File: src/rtl/dma_pkg.sv
package dma_pkg;
    typedef enum logic [1:0] {
        MODE_BURST = 2'b00,
        MODE_STEAL = 2'b01,
        MODE_IDLE  = 2'b10,
        MODE_RSVD  = 2'b11
    } xfer_mode_t;

    typedef enum logic [2:0] {
        S_IDLE,
        S_REQ,
        S_CAP,
        S_WR,
        S_GAP
    } seq_state_t;

    localparam int unsigned REG_SRC  = 0;
    localparam int unsigned REG_DST  = 1;
    localparam int unsigned REG_CNT  = 2;
    localparam int unsigned REG_CTL  = 3;
    localparam int unsigned REG_STAT = 4;
endpackage

File: src/rtl/dma_regs.sv
module dma_regs
    import dma_pkg::*;
#(
    parameter int unsigned AW = 32,
    parameter int unsigned DW = 32,
    parameter int unsigned CW = 16
) (
    input  logic          clk,
    input  logic          rst_n,
    input  logic          cfg_wr,
    input  logic [4:0]    cfg_addr,
    input  logic [DW-1:0] cfg_wdata,
    output logic [DW-1:0] cfg_rdata,
    input  logic          busy,
    input  logic          step,
    input  logic          finish,
    output logic [AW-1:0] src_q,
    output logic [AW-1:0] dst_q,
    output logic          last_word,
    output logic          start_go,
    output xfer_mode_t    start_mode,
    output logic          done_q
);
    localparam int unsigned STRIDE = DW / 8;

    logic [CW-1:0] cnt_q;
    xfer_mode_t    mode_q;
    logic [2:0]    idx;
    logic          wr_open;
    logic          start_req;
    logic          zero_start;
    logic          clr_done;

    assign idx        = cfg_addr[4:2];
    assign wr_open    = cfg_wr && !busy;
    assign start_req  = wr_open && (idx == 3'(REG_CTL)) && cfg_wdata[0];
    assign start_go   = start_req && (cnt_q != '0);
    assign zero_start = start_req && (cnt_q == '0);
    assign start_mode = xfer_mode_t'(cfg_wdata[2:1]);
    assign clr_done   = cfg_wr && (idx == 3'(REG_STAT)) && cfg_wdata[1];
    assign last_word  = (cnt_q == CW'(1));

    always_ff @(posedge clk) begin
        if (!rst_n) begin
            src_q  <= '0;
            dst_q  <= '0;
            cnt_q  <= '0;
            mode_q <= MODE_BURST;
            done_q <= 1'b0;
        end else begin
            if (step) begin
                src_q <= src_q + AW'(STRIDE);
                dst_q <= dst_q + AW'(STRIDE);
                cnt_q <= cnt_q - CW'(1);
            end else if (wr_open) begin
                unique case (idx)
                    3'(REG_SRC): src_q  <= cfg_wdata[AW-1:0];
                    3'(REG_DST): dst_q  <= cfg_wdata[AW-1:0];
                    3'(REG_CNT): cnt_q  <= cfg_wdata[CW-1:0];
                    3'(REG_CTL): mode_q <= xfer_mode_t'(cfg_wdata[2:1]);
                    default: ;
                endcase
            end
            if (finish || zero_start) begin
                done_q <= 1'b1;
            end else if (clr_done) begin
                done_q <= 1'b0;
            end
        end
    end

    always_comb begin
        cfg_rdata = '0;
        unique case (idx)
            3'(REG_SRC):  cfg_rdata = DW'(src_q);
            3'(REG_DST):  cfg_rdata = DW'(dst_q);
            3'(REG_CNT):  cfg_rdata = DW'(cnt_q);
            3'(REG_CTL):  cfg_rdata = DW'({mode_q, 1'b0});
            3'(REG_STAT): cfg_rdata = DW'({done_q, busy});
            default:      cfg_rdata = '0;
        endcase
    end

    AST_CNT_STEP: assert property (@(posedge clk) disable iff (!rst_n)
        step |=> (cnt_q == $past(cnt_q) - CW'(1)) && (src_q == $past(src_q) + AW'(STRIDE)));
    AST_DONE_STICKY: assert property (@(posedge clk) disable iff (!rst_n)
        (done_q && !clr_done) |=> done_q);
    AST_CFG_LOCK: assert property (@(posedge clk) disable iff (!rst_n)
        (busy && cfg_wr && !step) |=> $stable(cnt_q) && $stable(dst_q) && $stable(src_q));
    AST_ZERO_NO_RUN: assert property (@(posedge clk) disable iff (!rst_n)
        zero_start |=> !busy && done_q);
endmodule

File: src/rtl/dma_seq.sv
module dma_seq
    import dma_pkg::*;
#(
    parameter int unsigned AW = 32,
    parameter int unsigned DW = 32
) (
    input  logic          clk,
    input  logic          rst_n,
    input  logic          start_go,
    input  xfer_mode_t    start_mode,
    input  logic          last_word,
    input  logic [AW-1:0] src_addr,
    input  logic [AW-1:0] dst_addr,
    input  logic          bus_gnt,
    input  logic          cpu_active,
    input  logic [DW-1:0] mem_rdata,
    output logic          busy,
    output logic          step,
    output logic          finish,
    output logic          bus_req,
    output logic          mem_rd,
    output logic          mem_wr,
    output logic [AW-1:0] mem_addr,
    output logic [DW-1:0] mem_wdata
);
    seq_state_t state_q, state_d;
    xfer_mode_t mode_q;
    logic [DW-1:0] hold_q;
    logic may_use;
    logic want_bus;

    assign want_bus = (state_q == S_REQ) || (state_q == S_CAP) || (state_q == S_WR);
    assign may_use  = bus_gnt && ((mode_q != MODE_IDLE) || !cpu_active);

    always_ff @(posedge clk) begin
        if (!rst_n) begin
            state_q <= S_IDLE;
            mode_q  <= MODE_BURST;
            hold_q  <= '0;
        end else begin
            state_q <= state_d;
            if (start_go) begin
                mode_q <= start_mode;
            end
            if (state_q == S_CAP) begin
                hold_q <= mem_rdata;
            end
        end
    end

    always_comb begin
        state_d = state_q;
        unique case (state_q)
            S_IDLE: if (start_go) state_d = S_REQ;
            S_REQ:  if (may_use)  state_d = S_CAP;
            S_CAP:  state_d = S_WR;
            S_WR: begin
                if (may_use) begin
                    if (last_word)                 state_d = S_IDLE;
                    else if (mode_q == MODE_STEAL) state_d = S_GAP;
                    else                           state_d = S_REQ;
                end
            end
            S_GAP:  state_d = S_REQ;
            default: state_d = S_IDLE;
        endcase
    end

    always_comb begin
        busy      = (state_q != S_IDLE);
        bus_req   = want_bus && ((mode_q != MODE_IDLE) || !cpu_active);
        mem_rd    = (state_q == S_REQ) && may_use;
        mem_wr    = (state_q == S_WR) && may_use;
        step      = mem_wr;
        finish    = mem_wr && last_word;
        mem_addr  = mem_rd ? src_addr : (mem_wr ? dst_addr : '0);
        mem_wdata = mem_wr ? hold_q : '0;
    end

    AST_RD_THEN_GAP: assert property (@(posedge clk) disable iff (!rst_n)
        mem_rd |=> !mem_rd && !mem_wr);
    AST_ACCESS_GRANTED: assert property (@(posedge clk) disable iff (!rst_n)
        (mem_rd || mem_wr) |-> bus_gnt);
    AST_BURST_HOLD: assert property (@(posedge clk) disable iff (!rst_n)
        (mode_q == MODE_BURST && bus_req && !finish) |=> bus_req);
    AST_STEAL_RELEASE: assert property (@(posedge clk) disable iff (!rst_n)
        (mode_q == MODE_STEAL && mem_wr && !finish) |=> !bus_req);
    AST_IDLE_ONLY_QUIET: assert property (@(posedge clk) disable iff (!rst_n)
        (busy && mode_q == MODE_IDLE && cpu_active) |-> !bus_req && !mem_rd && !mem_wr);
endmodule

File: src/rtl/dma_copy_engine.sv
module dma_copy_engine
    import dma_pkg::*;
#(
    parameter int unsigned AW = 32,
    parameter int unsigned DW = 32,
    parameter int unsigned CW = 16
) (
    input  logic          clk,
    input  logic          rst_n,
    input  logic          cfg_wr,
    input  logic [4:0]    cfg_addr,
    input  logic [DW-1:0] cfg_wdata,
    output logic [DW-1:0] cfg_rdata,
    output logic          irq,
    output logic          bus_req,
    input  logic          bus_gnt,
    input  logic          cpu_active,
    output logic          mem_rd,
    output logic          mem_wr,
    output logic [AW-1:0] mem_addr,
    output logic [DW-1:0] mem_wdata,
    input  logic [DW-1:0] mem_rdata
);
    logic          busy;
    logic          step;
    logic          finish;
    logic          last_word;
    logic          start_go;
    logic          done_q;
    xfer_mode_t    start_mode;
    logic [AW-1:0] src_q;
    logic [AW-1:0] dst_q;

    dma_regs #(.AW(AW), .DW(DW), .CW(CW)) u_regs (
        .clk        (clk),
        .rst_n      (rst_n),
        .cfg_wr     (cfg_wr),
        .cfg_addr   (cfg_addr),
        .cfg_wdata  (cfg_wdata),
        .cfg_rdata  (cfg_rdata),
        .busy       (busy),
        .step       (step),
        .finish     (finish),
        .src_q      (src_q),
        .dst_q      (dst_q),
        .last_word  (last_word),
        .start_go   (start_go),
        .start_mode (start_mode),
        .done_q     (done_q)
    );

    dma_seq #(.AW(AW), .DW(DW)) u_seq (
        .clk        (clk),
        .rst_n      (rst_n),
        .start_go   (start_go),
        .start_mode (start_mode),
        .last_word  (last_word),
        .src_addr   (src_q),
        .dst_addr   (dst_q),
        .bus_gnt    (bus_gnt),
        .cpu_active (cpu_active),
        .mem_rdata  (mem_rdata),
        .busy       (busy),
        .step       (step),
        .finish     (finish),
        .bus_req    (bus_req),
        .mem_rd     (mem_rd),
        .mem_wr     (mem_wr),
        .mem_addr   (mem_addr),
        .mem_wdata  (mem_wdata)
    );

    assign irq = done_q;
endmodule

File: config.mk
export PLATFORM = sky130hd
export DESIGN_NAME = dma_copy_engine
export DESIGN_NICKNAME = d
export VERILOG_FILES = /design/src/rtl/dma_pkg.sv /design/src/rtl/dma_regs.sv /design/src/rtl/dma_seq.sv /design/src/rtl/dma_copy_engine.sv
export SDC_FILE = /design/constraint.sdc
export NUM_CORES = 1
export LEC_CHECK = 0
export ABC_AREA = 1
export BUFFER_PORTS_ARGS = -buffer_cell sky130_fd_sc_hd__buf_4
export CAP_MARGIN = 5
export CELL_PAD_IN_SITES_DETAIL_PLACEMENT = 1
export CELL_PAD_IN_SITES_GLOBAL_PLACEMENT = 1
export CORE_ASPECT_RATIO = 2
export CORE_MARGIN = 4
export CORE_UTILIZATION = 41
export DETAILED_ROUTE_END_ITERATION = 6
export GPL_ROUTABILITY_DRIVEN = 0
export PLACE_DENSITY = 0.91
export RECOVER_POWER = 50
export SKIP_LAST_GASP = 1
export SLEW_MARGIN = 25
export SYNTH_ARGS = -nofsm -noshare
export SYNTH_HDL_FRONTEND = slang
export SYNTH_SLANG_ARGS = --single-unit
File: constraint.sdc
create_clock -name clk -period 3.5 [get_ports clk]
set_clock_uncertainty 0.2 [all_clocks]
set_input_delay 0 -clock clk [delete_from_list [all_inputs] [get_ports clk]]
set_output_delay 0 -clock clk [all_outputs]
set_load 0.02 [all_outputs]
==> Word-level counts from Yosys, hierarchy flattened <==
Index checks and enable logic that the tools add are counted.
Widths: inputs -> output; s select.
{ "classes": {"eq_ne": 14, "bitwise_logic": 1, "add_sub_neg": 3, "mul": 0, "n_div": 0, "shift": 0, "n_reduce_logical": 33, "n_mux": 21, "n_lt_le_gt_ge": 0} }
{ "ops": {"columns": ["op", "n"], "rows": [
  ["$mux 32", 9],
  ["$pmux 32 s5", 1],
  ["$add 32x3->32 const B", 2],
  ["$mux 16", 3],
  ["$eq 16x1->1 const B", 1],
  ["$logic_not 16->1", 1],
  ["$reduce_bool 16->1", 1],
  ["$sub 16x1->16 const B", 1],
  ["$mux 3", 5],
  ["$pmux 3 s5", 1],
  ["$eq 3x2->1 const B", 4],
  ["$logic_and 1x1->1", 12],
  ["$reduce_bool 2->1", 5],
  ["$eq 3x1->1 const B", 2],
  ["$eq 3x3->1 const B", 2],
  ["$logic_not 3->1", 2],
  ["$reduce_and 2->1", 3],
  ["$reduce_and 3->1", 2],
  ["$logic_or 1x1->1", 4],
  ["$ne 2x1->1 const B", 2],
  ["$ne 2x2->1 const B", 2],
  ["$reduce_bool 3->1", 1],
  ["$eq 2x1->1 const B", 1],
  ["$logic_not 1->1", 2],
  ["2 further kinds", 3]
]} }
{ "word_totals": {"mem_count": 0, "latch_bits": 0, "rom_bits": 0, "in_bits": 74, "ramBits": 0, "out_inout_bits": 100, "ff_bits": 120, "wordCells": 80} }

==> Longest topological paths before layout <==
Gate-level depths: netlist of run 1.
{ "logic_depth": {"ltp_word": 8, "mapped_depth": 11, "ltp_nobuf": 11} }

==> Modules after synthesis <==
Synthesis of run 1 repeated with hierarchy kept, for this count alone.
{ "hier_totals": {"hier_cells": 1374, "hier_area_um2": 8130.3} }
{ "by_module_without_submodules": {"columns": ["module", "seq_area_each_um2", "cells_each", "area_each_um2", "instances"], "rows": [
  ["dma_regs", 1661.6, 1049, 6134.6, 1],
  ["dma_seq", 740.7, 325, 1995.7, 1]
]} }

==> Worst setup path after synthesis of run 1 <==
Ideal clock, no wire load.
{ "synth_timing": {"path_type": "flip-flop to output port", "startpoint": "register u_seq.mode_q[0]", "endpoint": "output port mem_addr[15]", "path_stages_with_launch": 8, "path_buffers": 1, "arrival_time_ps": 1842, "required_time_ps": 3300, "slack_ps": 1458, "cell_sequence": "dfxtp_1 -> inv_1 -> nand3_1 -> nand2_1 -> nor2_1 -> inv_1 -> clkbuf_1 -> o21ai_0"} }
{ "synth_between": {"elab_cells_between_ends": 7, "cone_classes": "eq/ne (1); mux (2); reduce/logical (4)"} }
{ "synth_lines": {"columns": ["element", "line_no", "source"], "rows": [
  ["start, declared", "dma_seq.sv:27", "xfer_mode_t mode_q;"],
  ["start signal, assigned", "dma_seq.sv:43", "mode_q <= start_mode;"],
  ["$ne 2x2->1", "dma_seq.sv:33", "assign may_use = bus_gnt && ((mode_q != MODE_IDLE) || !cpu_active);"],
  ["$logic_or 1x1->1", "dma_seq.sv:33", null],
  ["$logic_and 1x1->1", "dma_seq.sv:33", null],
  ["$logic_and 1x1->1", "dma_seq.sv:72", "mem_rd = (state_q == S_REQ) && may_use;"],
  ["via mem_rd", "dma_copy_engine.sv:18", "output logic mem_rd,"],
  ["$mux 32", "dma_seq.sv:76", "mem_addr = mem_rd ? src_addr : (mem_wr ? dst_addr : '0);"],
  ["end, declared", "dma_copy_engine.sv:20", "output logic [AW-1:0] mem_addr,"]
]} }
The timed path passes the listed nets, and every way through them passes these cells.

==> Worst setup path after layout of run 1 <==
{ "layout_timing": {"startpoint": "register u_seq.state_q[2]", "endpoint": "output port mem_addr[28]"} }
{ "layout_between": {"elab_chain_cells": 4, "elab_cells_between_ends": 6, "cone_classes": "eq/ne (2); mux (2); reduce/logical (2)"} }
{ "layout_lines": {"columns": ["element", "line_no", "source"], "rows": [
  ["start, declared", "dma_seq.sv:26", "seq_state_t state_q, state_d;"],
  ["start signal, assigned", "dma_seq.sv:41", "state_q <= state_d;"],
  ["$eq 3x2->1", "dma_seq.sv:73", "mem_wr = (state_q == S_WR) && may_use;"],
  ["$logic_and 1x1->1", "dma_seq.sv:73", null],
  ["$mux 32", "dma_seq.sv:76", null],
  ["$mux 32 *", "dma_seq.sv:76", null]
]} }
Every way passes the cells marked *; elsewhere a longest branch is shown, timed or not.

==> key figures, run 1 <==
Clocking
  – CTS max path bufs: 2
  – Root buffer cell: clkbuf_16
  – Htree depth: 4
  – CTS clock-pin slew for the worst setup and hold paths: ~60 ps
  – Clock Latency Late Sink: 440 ps
  – Clk sink count: 120
  – CTS tree: yes
  – Num CTS Buffers: 17

Critical path
  – Critical Path Source: u_seq.state_q[2]$_SDFFE_PN0P_
  – CP Cell Sequence: inv_1 -> nand2_1 -> nor2_4 -> nand3_4 -> clkbuf_4 -> o22ai_1 -> buf_4
  – Critical path type: reg2out
  – Nature of the critical path endpoint: output pin
  – Arrival @ worst endpoint: roughly 2900 ps
  – Critical Path Fanout Max: between 80 and 90
  – Req. time, crit path: ~3300 ps
  – Worst setup SP type: register
  – Critical Path Slowest Stage Cell: clkbuf_4
  – Reg2reg start: u_seq.state_q[1]$_SDFFE_PN0P_
  – Reg-to-reg slack, setup: about 420 ps
  – Largest stage delay, worst path: roughly 640 ps

Drt
  – DRC violation count after routing: 0
  – DRT antenna net count: 0
  – Vias: ~11k
  – Avg WL per Cell: between 20 and 25 um
  – Vias per cell: 5.96
  – DR iter-0 viols: ~840
  – WL final: between 40000 and 50000 um
  – First-pass DRT Iterations: 5

Die
  – Chip Width: 106 um
  – Initial Util: 0.420
  – Core area: 18900 um2
  – Die Span Y: 205 um
  – # IOs: between 150 and 200
  – Total die area: approximately 22000 um2
  – Core Rows: 71

Power
  – Clk pwr share: 0.485
  – Pleak: roughly 4.3 nW
  – Reg power frac: 0.390
  – P_sw: 1.01 mW
  – Sw Ratio: 0.273
  – Internal power: about 2.7 mW
  – Peak VDD IR: slightly above 0.0003 V
  – Power Total: 3.69 mW
  – Comb power frac: 0.125
  – PD cells: ~350 nW/um2

Global routing
  – Vias in the first global route: about 12k
  – M2 GR Usage: 0.685
  – Initial antenna violation count: 0
  – Routing usage on met3: 0.0918
  – Met1 GRT Util: 0.381
  – Tot GR Track Use: 0.396
  – Most used routing layer: met2
  – Grt ovf: 0
  – Pin count of the biggest net entering global routing: between 80 and 90
  – Global-route wire length before repair: roughly 66000 um

Synthesis
  – Most numerous cell in the Yosys netlist: nand2_1
  – Top cells by area, synth: dfxtp_1 30%, nand2_1 14%, inv_1 9.2%, nor2_1 8.7%, o21ai_0 7.8%
  – Post-synth top area cell: dfxtp_1
  – Post-synthesis average cell area: a little over 6 um2
  – Sequential-to-total area share from yosys stat: 0.303
  – Synth cell count leaders: 288 x nand2_1, 194 x inv_1, 184 x nor2_1
  – Synth Flop Type: dfxtp_1
  – Post-synthesis register bit count: 120
  – Area share of the leading cell type in the synthesized netlist: 0.303
  – Synthesized cell area: 7940 um2
  – Async S/R FF share, synth: 0
  – Synth Instances: 1311
  – Post-synth EDFFs: 0
  – Warnings from Yosys: 0
  – Synthesized Nets: between 1k and 1.5k
  – Unique masters post-synth: 39

Job
  – Max Cap Viol: 0

Final layout
  – Ant diodes: 0
  – P&R area growth vs syn: 32.8%
  – Share of post-route cells with drive strength above 1: 0.113
  – Core Util, Final: 0.557
  – Nets@finish: between 1.5k and 2k

STA
  – Final Max Tran Viols: 0
  – Post-layout min period: just over 3000 ps
  – Final period utilization: 0.879
  – Final hold slack: -16.7 ps
  – Transition time of the tightest slew-check pin: 1150 ps
  – Max_slew headroom: 0.231
  – RSZ-0062 raised after global routing: false
  – Hold Vio Cnt, Final: 1
  – Setup TNS Final: 0 ps
  – Endpoints failing setup: 0
  – Max Clock Freq: approximately 330 MHz

Placed design
  – Port bufs: about 170
  – Final HPWL DP: 27100 um

Outcome
  – Violated checks: hold timing
  – Outcome: finished, violations left

Hold path
  – Hold path start: cpu_active
  – Worst hold path class: in2reg
==> placed cells by master, fill, tap and decap left out, types with 4 or more instances in the layout <==
master / Yosys / final
a21oi_1: 74 / 74
a31oi_1: 14 / 14
buf_4: 5 / 127
clkbuf_1: 28 / 58
clkbuf_16: 0 / 17
clkinv_2: 0 / 4
dfxtp_1: 120 / 120
dlygate4sd3_1: 0 / 89
ha_1: 4 / 4
inv_1: 194 / 195
inv_2: 5 / 4
nand2_1: 288 / 290
nand3_1: 77 / 77
nand4_1: 17 / 17
nor2_1: 184 / 187
nor2_2: 6 / 5
nor3_1: 15 / 16
o21ai_0: 123 / 124
o21ai_1: 9 / 9
o221ai_1: 22 / 22
o22ai_1: 47 / 47
xnor2_1: 4 / 4
xor2_1: 9 / 9
==> sequential cells by signal (all words and copies together) (netlist names) <==
register / flops
u_seq.mode_q: 2
u_regs.done_q: 1
u_regs.mode_q: 2
u_regs.dst_q: 32
u_regs.cnt_q: 16
u_seq.state_q: 3
u_seq.hold_q: 32
u_regs.src_q: 32
==> path summary, 6_finish.rpt <==
check	to	cells after the start
max	mem_addr[28]	7
min	u_seq.state_q[1]$_SDFFE_PN0P_	5
max reg2reg	u_regs.cnt_q[9]$_SDFFE_PN0P_	8
min reg2reg	u_seq.hold_q[2]$_SDFFE_PN0P_	2
==> layer usage <==
metal,part of all wire,vias up
met1,0.33,5102
met4,0.10,0
met2,0.49,651
li1,-,4753
met3,0.076,270
met5,0,-
==> per-stage QoR <==
step / cells / setup WS (ps) / area, um2
after floorplan: 1311 / 1460 / 7940
after global placement: 1686 / 1130 / 9330
after detailed placement: 1686 / 1020 / 9330
after CTS: 1807 / 667 / 10800
after global routing: 1807 / 244 / 10500
final: 1807 / 424 / 10500
==> power groups by stage <==
stage,combinational [mW],clock (mW),sequential [mW]
final,0.463,1.79,1.44
after global routing,0.494,1.85,1.44
after CTS,0.440,1.77,1.43
after detailed placement,0.356,0,1.46
after global placement,0.344,0,1.46
after floorplan,0.195,0,1.45
==> critical path: cells and delay by family, from the launching register on <==
kind	cells	cell delay [ps]
buffers and inverters	3	960
and+or+nand+nor	3	610
AOI/OAI and AO/OA	1	480
DFF	1	310
==> layout make-up <==
cell class	instances	area [um2]
repair buffers	272	2070
well taps	255	319
flip-flops and latches	120	2400
inverters	199	747
multi-input cells	929	4430
fillers	2596	8370
clock buffers	24	482
clock inverters	8	95.1
==> cell families (layout without fill, tap and decap cells) <==
logic type                 after synthesis  in the layout  synth area share
DFF                                    120            120             0.303
and+or+nand+nor                        603            603             0.319
buffers and inverters                  262            503             0.136
xor gates and xnor gates                13             13            0.0143
adders and majority gates                4              4           0.00630
AOI/OAI and AO/OA                      309            309             0.222
==> repair_timing <==
| item | 4_1_cts | 5_1_grt |
|---|---|---|
| endpoints found under the hold margin | 119 | 0 |
| gates resized for setup | 0 | 0 |
| endpoints found under the setup margin | 0 | 0 |
| hold buffers | 89 | 0 |
| setup buffers | 0 | 0 |
(Power assumes the default switching activity.)
==> inputs of run 2 (changes only) <==
REMOVE_ABC_BUFFERS = 1   (was default)
==> key figures, run 2 (synthesized netlist as in run 1, its figures left out) <==
Outcome
  – Outcome: finished clean

Placed design
  – Port bufs: 171 (unchanged)
  – Final HPWL DP: 25300 um (-6.6%)

Global routing
  – Vias in the first global route: 12.1k (+2.4%)
  – Global-route wire length before repair: 66300 um (-0.24%)
  – Tot GR Track Use: 0.396 (about the same)
  – Pin count of the biggest net entering global routing: 65 (-25%)
  – Initial antenna violation count: 2 (+2)
  – Grt ovf: 0 (unchanged)

STA
  – Final period utilization: 0.893 (+0.0139)
  – Post-layout min period: 3120 ps (+48.5 ps)
  – Setup TNS Final: 0 ps (unchanged)
  – Max_slew headroom: 0.366 (+0.134)
  – Final Max Tran Viols: 0 (unchanged)
  – RSZ-0062 raised after global routing: false
  – Max Clock Freq: 320 MHz (-1.6%)
  – Hold Vio Cnt, Final: 0 (-1)
  – Transition time of the tightest slew-check pin: 944 ps (-208 ps)
  – Endpoints failing setup: 0 (unchanged)

Critical path
  – Critical path type: in2out
  – Nature of the critical path endpoint: output pin
  – Req. time, crit path: 3300 ps (about the same)
  – Worst setup SP type: input port
  – Critical Path Fanout Max: 30 (-65%)
  – Arrival @ worst endpoint: 2920 ps (+40 ps)

Die
  – Core Rows: 71 (unchanged)
  – # IOs: 174 (unchanged)
  – Total die area: 21800 um2 (unchanged)
  – Initial Util: 0.420 (unchanged)
  – Core area: 18900 um2 (unchanged)
  – Die Span Y: 205 um (unchanged)
  – Chip Width: 106 um (unchanged)

Clocking
  – Post-CTS Setup Bufs: 0 (unchanged)
  – Num CTS Buffers: 17 (unchanged)
  – Htree depth: 4 (unchanged)
  – Root buffer cell: clkbuf_16
  – Clock Latency Late Sink: 440 ps (about the same)
  – CTS tree: yes
  – CTS max path bufs: 2 (unchanged)
  – CTS clock-pin slew for the worst setup and hold paths: 60 ps (about the same)
  – Clk sink count: 120 (unchanged)

Final layout
  – P&R area growth vs syn: 34.2%
  – Commonest non-fill, non-tap cell in the layout: nand2_1
  – Most frequent cells in the layout: 290 x nand2_1, 194 x inv_1, 186 x nor2_1, 124 x o21ai_0
  – Biggest regs: u_regs.dst_q (32), u_regs.src_q (32), u_seq.hold_q (32)
  – Core Util, Final: 0.563 (+0.00556)
  – Nets@finish: 1626 (+0.56%)
  – Share of post-route cells with drive strength above 1: 0.112 (-0.00129)

Power
  – Peak VDD IR: 0.000334 V (+9.2%)
  – Power Total: 3.78 mW (+2.4%)
  – PD cells: 355 nW/um2 (+1.4%)
  – Pleak: 4.29 nW (about the same)

Job
  – Max Cap Viol: 0 (unchanged)

Drt
  – WL final: 43500 um (+1.8%)
  – First-pass DRT Iterations: 5 (unchanged)
  – Vias: 10.9k (+1.0%)
  – DR iter-0 viols: 682 (-18%)
  – Avg WL per Cell: 23.9 um (+1.2%)
  – DRC violation count after routing: 0 (unchanged)
  – DRT antenna net count: 0 (unchanged)
  – Vias per cell: 5.99 (+0.48%)

Hold path
  – Worst hold path class: in2reg
## run 2: cell count changes in the layout (fill, tap and decap cells not counted), sizes merged
cell / before / now
dlygate4sd3: 89 / 97
clkinvlp: 2 / 6
buf: 128 / 122
diode: 0 / 1
clkinv: 4 / 6
bufinv: 2 / 3
## run 2: area by class of cell
class                   instances  area (um2)
diodes                          1        2.50
clock buffers                  17         425
clock inverters                15         180
fillers                      2580        8270
inverters                     199         747
multi-input cells             929        4430
flip-flops and latches        120        2400
well taps                     255         319
repair buffers                281        2140
## run 2: critical path, stage by stage
cell	delay, ps
dlygate4sd3_1	550
buf_4	190
nor3_1	770
inv_2	570
o221ai_1	600
buf_4	240
## run 2: routing by layer
metal,vias up,GRT usage,routed length [um]
li1,4755,-,-
met2,629,0.715,22400
met4,2,0.380,4720
met5,-,0,7
met3,313,0.0930,2860
met1,5189,0.348,13500
## run 2: path summary, 6_finish.rpt
| kind | slack [ps] | startpoint | cells past startpoint | endpoint |
|---|---|---|---|---|
| setup reg to reg | 450 | u_seq.state_q[1]$_SDFFE_PN0P_ | 7 | u_regs.src_q[2]$_SDFFE_PN0P_ |
| setup / recovery | 380 | cfg_addr[4] | 6 | cfg_rdata[7] |
| hold reg to reg | 260 | u_seq.hold_q[3]$_SDFFE_PN0P_ | 2 | u_seq.hold_q[3]$_SDFFE_PN0P_ |
| hold / removal | 120 | cpu_active | 5 | u_seq.state_q[1]$_SDFFE_PN0P_ |
## run 2: power by group
| group | switching (mW) | leakage [nW] | internal (mW) | total, mW |
|---|---|---|---|---|
| Clock | 0.748 | 0.277 | 1.12 | 1.87 |
| Sequential | 0.0411 | 0.971 | 1.40 | 1.44 |
| Combinational | 0.279 | 3.04 | 0.197 | 0.476 |
## run 2: metrics by stage
step	cells	setup slack, ps	hold WS (ps)	instance area [um2]
2_1_floorplan	1248	402	-102	7610
3_3_place_gp	1687	969	78.0	9340
3_5_place_dp	1687	1020	89.4	9340
4_1_cts	1816	753	71.8	10900
5_1_grt	1817	345	135	10700
6_report	1817	376	121	10700
## run 2: repair_timing
action,4_1_cts,5_1_grt
hold buffers,97,0
resized for setup,0,0
hold endpoints to repair,119,0
